--- config.mk ---
export PLATFORM = sky130hd
export DESIGN_NAME = status_led_blinker
export DESIGN_NICKNAME = d
export VERILOG_FILES = /design/src/rtl/status_blink_pkg.sv /design/src/rtl/blink_prescaler.sv /design/src/rtl/blink_datapath.sv /design/src/rtl/blink_ctrl.sv /design/src/rtl/status_led_blinker.sv
export SDC_FILE = /design/constraint.sdc
export NUM_CORES = 1
export LEC_CHECK = 0
export BUFFER_PORTS_ARGS = -buffer_cell sky130_fd_sc_hd__buf_2
export CORE_AREA = 2 2 67 44
export CTS_CLUSTER_DIAMETER = 100
export DETAILED_ROUTE_END_ITERATION = 10
export DIE_AREA = 0 0 69 46
export PLACE_DENSITY = 0.85
export SYNTH_ARGS = -nofsm -noshare
export SYNTH_HDL_FRONTEND = slang
export SYNTH_SLANG_ARGS = --single-unit
--- constraint.sdc ---
create_clock -name clk -period 5.1 [get_ports clk]
set_input_delay 0 -clock clk [delete_from_list [all_inputs] [get_ports clk]]
set_output_delay 0 -clock clk [all_outputs]
set_load 0.005 [all_outputs]
--- src/rtl/status_blink_pkg.sv ---
package status_blink_pkg;

  localparam int FRAME_SLOTS = 8;
  localparam int SLOT_W      = $clog2(FRAME_SLOTS);

  typedef enum logic [2:0] {
    MODE_IDLE_ERR = 3'd0,
    MODE_SEQ1_ERR = 3'd1,
    MODE_SEQ2_ERR = 3'd2,
    MODE_UNCONFIG = 3'd3,
    MODE_SPARE2   = 3'd4,
    MODE_SPARE1   = 3'd5,
    MODE_STEADY   = 3'd6
  } blink_mode_e;

  // Strobes from control to datapath, valid for one cycle.
  typedef struct packed {
    logic restartFrame;
    logic advanceSlot;
    logic ledSet;
    logic ledClear;
    logic ledToggle;
  } blink_strobe_t;

  // Number of leading lit slots in a frame for each counting mode.
  function automatic logic [SLOT_W:0] litSlots(blink_mode_e m);
    case (m)
      MODE_SEQ1_ERR: return (SLOT_W+1)'(5);
      MODE_SEQ2_ERR: return (SLOT_W+1)'(4);
      MODE_UNCONFIG: return (SLOT_W+1)'(3);
      MODE_SPARE2:   return (SLOT_W+1)'(2);
      MODE_SPARE1:   return (SLOT_W+1)'(1);
      MODE_STEADY:   return (SLOT_W+1)'(FRAME_SLOTS);
      default:       return '0;
    endcase
  endfunction

  function automatic blink_mode_e decodeStatus(logic [1:0] pwr, logic done);
    case (pwr)
      2'b00:   return MODE_IDLE_ERR;
      2'b01:   return MODE_SEQ1_ERR;
      2'b10:   return MODE_SEQ2_ERR;
      default: return done ? MODE_STEADY : MODE_UNCONFIG;
    endcase
  endfunction

endpackage

--- src/rtl/blink_prescaler.sv ---
module blink_prescaler #(
  parameter int HALF_CYCLES = 100
) (
  input  logic clk,
  input  logic rstN,
  output logic halfTick,
  output logic slotTick
);
  localparam int CNT_W = (HALF_CYCLES > 1) ? $clog2(HALF_CYCLES) : 1;
  localparam logic [CNT_W-1:0] LAST = CNT_W'(HALF_CYCLES - 1);

  logic [CNT_W-1:0] preCnt;
  logic             slotPhase;
  logic             wrap;

  assign wrap = (preCnt == LAST);

  always_ff @(posedge clk) begin
    if (!rstN) begin
      preCnt    <= '0;
      slotPhase <= 1'b0;
    end else if (wrap) begin
      preCnt    <= '0;
      slotPhase <= ~slotPhase;
    end else begin
      preCnt <= preCnt + CNT_W'(1);
    end
  end

  assign halfTick = wrap;
  assign slotTick = wrap & slotPhase;
endmodule

--- src/rtl/blink_datapath.sv ---
module blink_datapath
  import status_blink_pkg::*;
#(
  parameter int HALF_CYCLES = 100
) (
  input  logic              clk,
  input  logic              rstN,
  input  blink_strobe_t     strobe,
  output logic              halfTick,
  output logic              slotTick,
  output logic [SLOT_W-1:0] slotIdx,
  output logic              ledQ
);
  blink_prescaler #(.HALF_CYCLES(HALF_CYCLES)) uPrescaler (
    .clk      (clk),
    .rstN     (rstN),
    .halfTick (halfTick),
    .slotTick (slotTick)
  );

  always_ff @(posedge clk) begin
    if (!rstN)                   slotIdx <= '0;
    else if (strobe.restartFrame) slotIdx <= '0;
    else if (strobe.advanceSlot)  slotIdx <= slotIdx + SLOT_W'(1);
  end

  always_ff @(posedge clk) begin
    if (!rstN)                 ledQ <= 1'b0;
    else if (strobe.ledClear)  ledQ <= 1'b0;
    else if (strobe.ledSet)    ledQ <= 1'b1;
    else if (strobe.ledToggle) ledQ <= ~ledQ;
  end
endmodule

--- src/rtl/blink_ctrl.sv ---
module blink_ctrl
  import status_blink_pkg::*;
(
  input  logic              clk,
  input  logic              rstN,
  input  logic [1:0]        pwrState,
  input  logic              fpgaDone,
  input  logic              halfTick,
  input  logic              slotTick,
  input  logic [SLOT_W-1:0] slotIdx,
  output blink_strobe_t     strobe,
  output blink_mode_e       activeMode,
  output blink_mode_e       reqMode
);
  logic              changed;
  logic [SLOT_W-1:0] nextSlot;

  assign reqMode  = decodeStatus(pwrState, fpgaDone);
  assign changed  = (reqMode != activeMode);
  assign nextSlot = changed ? '0 : slotIdx + SLOT_W'(1);

  always_comb begin
    strobe = '0;
    if (slotTick) begin
      strobe.restartFrame = changed;
      strobe.advanceSlot  = ~changed;
      case (reqMode)
        MODE_IDLE_ERR: begin
          if (changed) strobe.ledSet    = 1'b1;
          else         strobe.ledToggle = 1'b1;
        end
        MODE_STEADY: strobe.ledSet = 1'b1;
        default: begin
          if ({1'b0, nextSlot} < litSlots(reqMode)) strobe.ledSet   = 1'b1;
          else                                       strobe.ledClear = 1'b1;
        end
      endcase
    end else if (halfTick && activeMode == MODE_IDLE_ERR) begin
      strobe.ledToggle = 1'b1;
    end
  end

  always_ff @(posedge clk) begin
    if (!rstN)        activeMode <= MODE_IDLE_ERR;
    else if (slotTick) activeMode <= reqMode;
  end
endmodule

--- src/rtl/status_led_blinker.sv ---
module status_led_blinker
  import status_blink_pkg::*;
#(
  parameter int CLK_HZ        = 25_000_000,
  parameter int SLOT_RATE_X10 = 56
) (
  input  logic       clk,
  input  logic       rstN,
  input  logic [1:0] pwrState,
  input  logic       fpgaDone,
  output logic       ledOut
);
  localparam int HALF_CYCLES = (CLK_HZ * 10) / (SLOT_RATE_X10 * 2);

  blink_strobe_t     strobe;
  logic              halfTick;
  logic              slotTick;
  logic [SLOT_W-1:0] slotIdx;
  blink_mode_e       activeMode;
  blink_mode_e       reqMode;

  blink_ctrl uCtrl (
    .clk        (clk),
    .rstN       (rstN),
    .pwrState   (pwrState),
    .fpgaDone   (fpgaDone),
    .halfTick   (halfTick),
    .slotTick   (slotTick),
    .slotIdx    (slotIdx),
    .strobe     (strobe),
    .activeMode (activeMode),
    .reqMode    (reqMode)
  );

  blink_datapath #(.HALF_CYCLES(HALF_CYCLES)) uData (
    .clk      (clk),
    .rstN     (rstN),
    .strobe   (strobe),
    .halfTick (halfTick),
    .slotTick (slotTick),
    .slotIdx  (slotIdx),
    .ledQ     (ledOut)
  );
endmodule

==> results_dict.tcl, run 1 <==
set metrics [dict create \
    postRouteWirelength_microns 3070 \
    unrepaired_setup_endpoints_after_global_routing "false" \
    cp.arrival_ns 2.34 \
    row_count 15 \
    critPathRequiredTime_ns 5.24 \
    slew_headroom 0.545 \
    switching_power_uw 95.6 \
    area_share_of_the_largest_cell_type_after_synthesis 0.383 \
    synthDistinctLibCells 39 \
    remaining_drc_errors 0 \
    synthTopCellsByArea "sky130_fd_sc_hd__dfxtp_1 38%, sky130_fd_sc_hd__nor2_1 6.9%, sky130_fd_sc_hd__xor2_1 6.7%, sky130_fd_sc_hd__xnor2_1 6.1%, sky130_fd_sc_hd__ha_1 4.0%" \
    synth.yosys.warnings 0 \
    clock_insertion_delay_worst_skew_ns 0.28 \
    yosysSeqAreaShare 0.383 \
    cap_viol_max_count 0 \
    final_period_minus_worst_setup_slack_ns 2.21 \
    global_route.peak_usage_layer "met2" \
    synth_area_sq_mm 0.00157 \
    timing.critical_path.to_type "register" \
    initial_utilization 0.597 \
    timing.final.setup_violations 0 \
    drtAntennaViolNets 0 \
    setup.worst_path.class "reg2reg" \
    design.final.nets 196 \
    min-delay-start "pwrState[1]" \
    avg_wl_per_cell_microns 14.0 \
    net_count_synth 189 \
    post_synth.cell_area_avg_sq_um 8.76 \
    placement.io_buffers 5 \
    final-max-slew-violation-count 0 \
    internal_power_uw 347 \
    yosys-top-cells-count "30 x sky130_fd_sc_hd__dfxtp_1, 29 x sky130_fd_sc_hd__nor2_1, 16 x sky130_fd_sc_hd__nand2_1" \
    ys_dominant_reg_cell "sky130_fd_sc_hd__dfxtp_1" \
    cts_post_setup_buffers_inserted 0 \
    cts_made_buffers 5 \
    met1_usage 0.290 \
    hp-class "in2reg" \
    fp.dieW_microns 69 \
    global_route.overflow_total 0 \
    yosysTopAreaCell "sky130_fd_sc_hd__dfxtp_1" \
    worst_r2r_startpoint "uData.uPrescaler.preCnt[0]" \
    final-hold-violation-count 0 \
    dp.final_hpwl_microns 2260 \
    timing.critical_path.from "uData.uPrescaler.preCnt[0]" \
    worst-path-max-fanout 22 \
    cts.htree.levels 2 \
    first_global_vias 1155 \
    final.period_utilization 0.432 \
    combPwrFrac 0.041 \
    cts.sink_count 30 \
    avgViaCountPerCell 5.80 \
    first_pass_grt_wire_length_microns 5360 \
    timing.critical_path.from_type "register" \
    overall_die_area_sq_mm 0.00317 \
    cts_root_buffer "sky130_fd_sc_hd__clkbuf_8" \
    postCtsResizedCells 0 \
    clkTransAtPathRegs_ns 0.06 \
    cts_hold_buffers 0 \
    groute.layer.met3.usage 0.102 \
    core_region_area_sq_mm 0.00263 \
    cts_tree "done" \
    dr_total_vias 1270 \
    most_instantiated_library_cell_after_synthesis "sky130_fd_sc_hd__dfxtp_1" \
    track_usage 0.225 \
    gp_routability_congestion 0.938 \
    cts_max_path_buffers 2 \
    layout-drive-gt1-share 0.0919 \
    run_status "completed" \
    n_antenna_cell 0 \
    groute.layer.met2.usage 0.342 \
    clockPowerShare 0.417 \
    p_seq_frac 0.542 \
    floorplan.die.height_microns 46 \
    num_io_pins 6 \
    synth_enable_flop_cells 0 \
    clock-skew-final_ns 0.00473 \
    async_flop_share 0 \
    number_of_drc_markers_after_the_initial_detailed_route_iteration 73 \
    cellPowerDensity_mw_per_mm2 261 \
    p_leak_nw 0.587 \
    synthCells 179 \
    final.setup.tns_ns 0 \
    maxClockFrequency_ghz 0.453 \
    ir_worst_vdd_mv 0.237 \
    layout-area-overhead-vs-synth_pct 8.14 \
    synth_seq_cells 30 \
    grt_max_degree 23 \
    antenna_violations_before_repair 0 \
    post_route_worst_hold_slack_ns 0.0562 \
    tightestPinTransition_ns 0.681 \
    first_pass_iters 4 \
    netSwitchingFraction 0.216 \
]
-- cells in the final DEF, fill, tap and decap left out, drive strengths merged, types with 5 or more instances in the layout --
master and n:
ha 5, inv 5, nand2 16, xor2 12, clkbuf 6, nand4 8
nand3 11, nor2 29, a21boi 6, buf 5, and3 5, xnor2 11
dfxtp 30
-- worst paths after layout --
check                                end  slack [ns]  cells past startpoint
max          uData.uPrescaler.preCnt[13]        2.89                      6
min                  uCtrl.activeMode[1]        0.06                      3
max reg2reg  uData.uPrescaler.preCnt[13]        2.89                      6
min reg2reg             uData.slotIdx[1]        0.47                      2
-- registers in the layout, indices dropped and copies added (netlist names) --
name / count
uData.slotIdx: 3
uData.uPrescaler.preCnt: 22
uData.ledQ: 1
uData.uPrescaler.slotPhase: 1
uCtrl.activeMode: 3
-- critical path: stages, from the launching register on --
cell                        delay, ns
sky130_fd_sc_hd__dfxtp_1         0.47
sky130_fd_sc_hd__ha_1            0.21
sky130_fd_sc_hd__nand4bb_1       0.17
sky130_fd_sc_hd__nor4_4          0.34
sky130_fd_sc_hd__nand2_1         0.18
sky130_fd_sc_hd__nand2_1         0.55
sky130_fd_sc_hd__nor2_1          0.14
-- per-stage QoR --
| stage | util | worst slack (ns) | cell area [sq um] | instances | total power, mW |
|---|---|---|---|---|---|
| 2_1_floorplan | - | 3.27 | 1570 | 179 | 0.257 |
| 3_3_place_gp | 0.614 | 3.03 | 1610 | 213 | 0.262 |
| 3_5_place_dp | 0.614 | 2.94 | 1610 | 213 | 0.263 |
| 4_1_cts | 0.645 | 2.91 | 1700 | 219 | 0.447 |
| 5_1_grt | 0.645 | 2.77 | 1700 | 219 | 0.461 |
| 6_report | 0.645 | 2.89 | 1700 | 219 | 0.443 |
-- cell type report --
cell class / instances / area [sq um]
repair buffers: 5 / 25.0
clock buffers: 6 / 82.6
well taps: 34 / 42.5
multi-input cells: 139 / 926
flip-flops and latches: 30 / 601
inverters: 5 / 18.8
fillers: 219 / 932
-- power by group through the flow --
stage               sequential (mW)  combinational, mW  clock, mW
floorplan                     0.244             0.0133          0
global placement              0.245             0.0168          0
detailed placement            0.245             0.0178          0
CTS                           0.240             0.0179      0.189
global route                  0.240             0.0202      0.200
finish                        0.240             0.0182      0.184
-- routing by layer --
metal	share of wire	wire, microns
met4	0.012	36
met1	0.50	1540
met5	0	0
met2	0.40	1240
met3	0.081	248
-- logic make-up after synthesis --
kind of cell,Yosys count,synth area share
buffers and inverters,10,0.0263
AOI/OAI and AO/OA,14,0.0678
xor gates and xnor gates,23,0.128
DFF,30,0.383
and+or+nand+nor,95,0.342
muxes,2,0.0128
adders and majority gates,5,0.0399
(Power assumes the default switching activity.)
==> run 2, diff against run 1 <==
--- a/config.mk
+++ b/config.mk
@@ -6,11 +6,11 @@
 export NUM_CORES = 1
 export LEC_CHECK = 0
 export BUFFER_PORTS_ARGS = -buffer_cell sky130_fd_sc_hd__buf_2
-export CORE_AREA = 2 2 67 44
+export CORE_AREA = 2 2 69 45
 export CTS_CLUSTER_DIAMETER = 100
 export DETAILED_ROUTE_END_ITERATION = 10
-export DIE_AREA = 0 0 69 46
-export PLACE_DENSITY = 0.85
+export DIE_AREA = 0 0 71 47
+export PLACE_DENSITY = 0.81
 export SYNTH_ARGS = -nofsm -noshare
 export SYNTH_HDL_FRONTEND = slang
 export SYNTH_SLANG_ARGS = --single-unit
==> constraint.sdc (replaced) <==
create_clock -name clk -period 2.2 [get_ports clk]
set_input_delay 0 -clock clk [delete_from_list [all_inputs] [get_ports clk]]
set_output_delay 0 -clock clk [all_outputs]
set_load 0.005 [all_outputs]
==> run 2 against run 1 <==
  * Via count increased by 0.71%
  * Register-to-register slack got worse by 2.7 ns
  * Sequential share of layout area decreased by 0.29 points
  * Global-route usage increased by 0.44 points
  * Routed wire length increased by 8.6%
  * Die area increased by 5.1%
==> results_dict.tcl, run 2 (synthesis results as in run 1) <==
set metrics [dict create \
    dp.cells 215 \
    first_pass_iters 4 \
    worst-path-max-fanout 7 \
    setup.worst_path.class "reg2reg" \
    largest_register "uData.uPrescaler.preCnt" \
    dp_worst_setup_slack_ns 0.198 \
    fp.dieW_microns 71 \
    dr_total_vias 1279 \
    p_seq_frac 0.548 \
    overall_die_area_sq_mm 0.00334 \
    cts.htree.levels 2 \
    row_count 15 \
    global_route.overflow_total 0 \
    floorplan.die.height_microns 47 \
    number_of_drc_markers_after_the_initial_detailed_route_iteration 152 \
    hp-class "in2reg" \
    core_region_area_sq_mm 0.00272 \
    final.period_utilization 0.918 \
    finalWorstSetupSlack_ns 0.181 \
    final_period_minus_worst_setup_slack_ns 2.02 \
    final-max-slew-violation-count 0 \
    final_cell_mix "30 x sky130_fd_sc_hd__dfxtp_1, 29 x sky130_fd_sc_hd__nor2_1, 16 x sky130_fd_sc_hd__nand2_1, 12 x sky130_fd_sc_hd__xor2_1, 11 x sky130_fd_sc_hd__xnor2_1" \
    cts_made_buffers 5 \
    timing.critical_path.slowest_stage_cell "sky130_fd_sc_hd__or4b_4" \
    internal_power_uw 785 \
    cts.sink_count 30 \
    timing.critical_path.slowest_cell_delay_ns 0.56 \
    ir_worst_vdd_mv 0.395 \
    clockPowerShare 0.405 \
    grt_max_degree 23 \
    first_global_vias 1181 \
    postRouteWirelength_microns 3330 \
    flip_flop_count_of_the_largest_register_all_copies_and_words_added 22 \
    num_io_pins 6 \
    layout-drive-gt1-share 0.101 \
    p_leak_nw 0.594 \
    first_pass_grt_wire_length_microns 5600 \
    filler_cell_count 223 \
    timing.final.setup_violations 0 \
    track_usage 0.230 \
    avgViaCountPerCell 5.76 \
    finish.cell_count_without_fillers 222 \
    antenna_violations_before_repair 0 \
    dp.final_hpwl_microns 2470 \
    final-hold-violation-count 0 \
    clkTransAtPathRegs_ns 0.06 \
    initial_utilization 0.576 \
    timing.critical_path.cells "or4b_4 > nor4_4 > nand3_2 > o41ai_1 > a211oi_1" \
    clock_insertion_delay_worst_skew_ns 0.28 \
    timing.critical_path.to_type "register" \
    run_status "completed" \
    cts_root_buffer "sky130_fd_sc_hd__clkbuf_8" \
    n_antenna_cell 0 \
    remaining_drc_errors 0 \
    clock-skew-final_ns 0.00711 \
    timing.critical_path.from_type "register" \
    layout-area-overhead-vs-synth_pct 9.02 \
    mostFrequentLayoutCell "sky130_fd_sc_hd__dfxtp_1" \
    cts_max_path_buffers 2 \
    maxClockFrequency_ghz 0.495 \
    cellPowerDensity_mw_per_mm2 592 \
    avg_wl_per_cell_microns 15.0 \
    placement.io_buffers 5 \
    largestRegisters "uData.uPrescaler.preCnt x22, uCtrl.activeMode x3, uData.slotIdx x3" \
    slew_headroom 0.563 \
    netSwitchingFraction 0.224 \
    drtAntennaViolNets 0 \
    cts_tree "done" \
    critPathRequiredTime_ns 2.35 \
    combPwrFrac 0.048 \
    switching_power_uw 227 \
    tightestPinTransition_ns 0.650 \
    design.final.nets 198 \
    cp.arrival_ns 2.17 \
    gp_routability_congestion 0.904 \
    cap_viol_max_count 0 \
]
## run 2: path summary, 6_finish.rpt
path	from	end	slack, ns	cells after the start
setup / recovery	uData.uPrescaler.preCnt[15]	uData.ledQ	0.18	5
setup reg to reg	uData.uPrescaler.preCnt[15]	uData.ledQ	0.18	5
hold reg to reg	uData.slotIdx[1]	uData.slotIdx[1]	0.46	2
hold / removal	pwrState[1]	uCtrl.activeMode[1]	0.05	3
## run 2: power by group through the flow
stage          clock network [mW]  logic (mW)  registers [mW]
5_1_grt                     0.435      0.0539           0.555
3_5_place_dp                    0      0.0466           0.566
4_1_cts                     0.417      0.0468           0.554
3_3_place_gp                    0      0.0456           0.565
6_report                    0.410      0.0483           0.554
2_1_floorplan                   0      0.0309           0.566
## run 2: cell type report
cell class,instances,area [sq um],share of cell area
multi-input combinational,139,931,0.545
sequential,30,601,0.351
clock buffer,7,76.3,0.0447
tap,34,42.5,0.0249
timing repair buffer,7,40.0,0.0234
inverter,5,18.8,0.0110
## run 2: metal layers
metal | up-vias | track usage | share of wire
met4 | 0 | 0.102 | 0.013
met5 | - | 0 | 0
met2 | 38 | 0.333 | 0.41
li1 | 642 | - | -
met1 | 594 | 0.312 | 0.49
met3 | 5 | 0.0858 | 0.082
## run 2: critical path: cells and delay by family, from the launching register on
family	cells	cell delay, ns
and+or+nand+nor	3	1.02
AOI/OAI and AO/OA	2	0.50
DFF	1	0.37
## run 2: stage by stage
step	cell area (sq um)	hold WS, ns	power [mW]	TNS (ns)	utilization
after CTS	1700	0.0427	1.02	0	0.626
after detailed placement	1630	0.336	0.613	0	0.598
final	1710	0.0520	1.01	0	0.628
after global placement	1630	0.317	0.611	0	0.598
after global routing	1710	0.0609	1.04	-0.0209	0.628
after floorplan	1570	0.242	0.597	0	-
## run 2: timing repair
item                                    4_1_cts  5_1_grt
hold buffers                                  0        0
endpoints found under the setup margin        0        1
resized for setup                             0        2
buffers inserted                              0        0
==> run 3, diff against run 2 <==
--- a/config.mk
+++ b/config.mk
@@ -6,11 +6,11 @@
 export NUM_CORES = 1
 export LEC_CHECK = 0
 export BUFFER_PORTS_ARGS = -buffer_cell sky130_fd_sc_hd__buf_2
-export CORE_AREA = 2 2 69 45
+export CORE_AREA = 2 2 73 47
 export CTS_CLUSTER_DIAMETER = 100
 export DETAILED_ROUTE_END_ITERATION = 10
-export DIE_AREA = 0 0 71 47
-export PLACE_DENSITY = 0.81
+export DIE_AREA = 0 0 75 49
+export PLACE_DENSITY_LB_ADDON = 0.2
 export SYNTH_ARGS = -nofsm -noshare
 export SYNTH_HDL_FRONTEND = slang
 export SYNTH_SLANG_ARGS = --single-unit
==> constraint.sdc (replaced) <==
create_clock -name clk -period 1.6 [get_ports clk]
set_input_delay 0 -clock clk [delete_from_list [all_inputs] [get_ports clk]]
set_output_delay 0 -clock clk [all_outputs]
set_load 0.005 [all_outputs]
==> run 3 against run 2 <==
  * The run now ends with setup timing left
  * Clock skew fell by 0.0014 ns
  * Routed wire length rose by 10%
  * Final cell count rose by 20%
  * Worst hold slack got worse by 0.034 ns
  * Flip-flop and latch count did not move
  * Final area rose by 21%
  * Clock-buffer cell count fell by 1
  * Critical path type unchanged
  * Largest cell class unchanged
  * Highest routed layer unchanged
==> results_dict.tcl, run 3 (synthesis results as in run 1) <==
set metrics [dict create \
    clock_insertion_delay_worst_skew_ns 0.28 \
    final_period_minus_worst_setup_slack_ns 1.95 \
    design.final.nets 232 \
    antenna_violations_before_repair 0 \
    layout-area-overhead-vs-synth_pct 32.0 \
    remaining_drc_errors 0 \
    critPathRequiredTime_ns 1.75 \
    final.period_utilization 1.22 \
    global_route.overflow_total 0 \
    timing.critical_path.slowest_cell_delay_ns 0.55 \
    first_pass_grt_wire_length_microns 5940 \
    dp.final_hpwl_microns 2800 \
    first_pass_iters 4 \
    avgViaCountPerCell 5.31 \
    largest_register "uData.uPrescaler.preCnt" \
    overall_die_area_sq_mm 0.00368 \
    cts_made_buffers 5 \
    post_route_worst_hold_slack_ns 0.0184 \
    postRouteWirelength_microns 3670 \
    initial_utilization 0.512 \
    cp.arrival_ns 2.10 \
    largestRegisters "uData.uPrescaler.preCnt x22, uCtrl.activeMode x3, uData.slotIdx x3" \
    regToRegSetupSlack_ns -0.35 \
    clock-skew-final_ns 0.00575 \
    tightestPinTransition_ns 0.418 \
    timing.critical_path.from_type "register" \
    row_count 16 \
    drtAntennaViolNets 0 \
    first_global_vias 1302 \
    dr_total_vias 1412 \
    final.setup.tns_ns -6.34 \
    cts_root_buffer "sky130_fd_sc_hd__clkbuf_8" \
    cts_max_path_buffers 2 \
    cts.htree.levels 2 \
    cts_hold_buffers 0 \
    num_io_pins 6 \
    cellPowerDensity_mw_per_mm2 695 \
    layout-drive-gt1-share 0.317 \
    final_cell_mix "32 x sky130_fd_sc_hd__buf_4, 28 x sky130_fd_sc_hd__nor2_1, 26 x sky130_fd_sc_hd__dfxtp_1, 12 x sky130_fd_sc_hd__xor2_1" \
    maxClockFrequency_ghz 0.513 \
    mostFrequentLayoutCell "sky130_fd_sc_hd__buf_4" \
    timing.final.setup_violations 30 \
    setup.worst_path.class "reg2reg" \
    avg_wl_per_cell_microns 13.8 \
    ir_worst_vdd_mv 0.658 \
    run_status "complete, but fails checks" \
    gp_routability_congestion 0.911 \
    fp.dieW_microns 75 \
    final-hold-violation-count 0 \
    slew_headroom 0.719 \
    cap_viol_max_count 0 \
    floorplan.die.height_microns 49 \
    violations "setup timing" \
    flip_flop_count_of_the_largest_register_all_copies_and_words_added 22 \
    filler_cell_count 250 \
    track_usage 0.218 \
    cts_tree "done" \
    finalWorstSetupSlack_ns -0.350 \
    hp-class "in2reg" \
    worst-path-max-fanout 4 \
    placement.io_buffers 5 \
    clkTransAtPathRegs_ns 0.06 \
    timing.critical_path.cells "or4_4 > nor4_4 > nand3_2 > o41ai_2 > a211oi_1" \
    p_leak_nw 0.811 \
    number_of_drc_markers_after_the_initial_detailed_route_iteration 114 \
    core_region_area_sq_mm 0.00306 \
    cts.sink_count 30 \
    timing.critical_path.to_type "register" \
    timing.critical_path.slowest_stage_cell "sky130_fd_sc_hd__or4_4" \
    unrepaired_setup_endpoints_after_global_routing "true" \
    final-max-slew-violation-count 0 \
    n_antenna_cell 0 \
    grt_max_degree 23 \
]
run 3: stage by stage:
step	std cells	area (sq um)	utilization	setup slack (ns)	total power, mW
2_1_floorplan	179	1580	-	-0.228	0.822
3_3_place_gp	257	1890	0.618	-0.230	0.859
3_5_place_dp	257	1890	0.618	-0.311	0.863
4_1_cts	264	2010	0.656	-0.271	1.45
5_1_grt	266	2070	0.676	-0.410	1.50
6_report	266	2070	0.676	-0.350	1.44
run 3: repair_timing:
action,CTS,global route
pin swaps,2,7
endpoints found under the setup margin,30,30
gates resized for setup,8,13
hold endpoints to repair,0,0
setup buffers,1,4
run 3: routing by layer:
metal	GRT usage	wire (microns)	up-vias
met3	0.0640	140	7
met1	0.322	1930	663
met5	0	0	-
met4	0.0774	51	0
met2	0.298	1540	34
li1	-	-	708
run 3: final timing paths:
kind / startpoint / to / cells after the start
max: uData.uPrescaler.preCnt[13] / uData.ledQ / 5
min: pwrState[1] / uCtrl.activeMode[1] / 3
max reg2reg: uData.uPrescaler.preCnt[13] / uData.ledQ / 5
min reg2reg: uData.slotIdx[2] / uData.slotIdx[2] / 2
run 3: area by class of cell:
cell class,count,area [sq um],share of cell area
multi-input combinational,139,987,0.477
inverter,5,18.8,0.00907
clock buffer,6,82.6,0.0399
tap,45,56.3,0.0272
sequential,30,606,0.293
timing repair buffer,41,319,0.154
run 3: worst max-delay path, delay by kind of cell (launching register included):
family | cells | cell delay (ns)
simple gates | 3 | 1.02
compound gates | 2 | 0.49
flops | 1 | 0.32
run 3: where the power goes:
| group | internal, mW | leakage [nW] | switching, mW |
|---|---|---|---|
| clock | 0.331 | 0.0431 | 0.255 |
| combinational | 0.0447 | 0.523 | 0.0505 |
| sequential | 0.754 | 0.244 | 0.00313 |
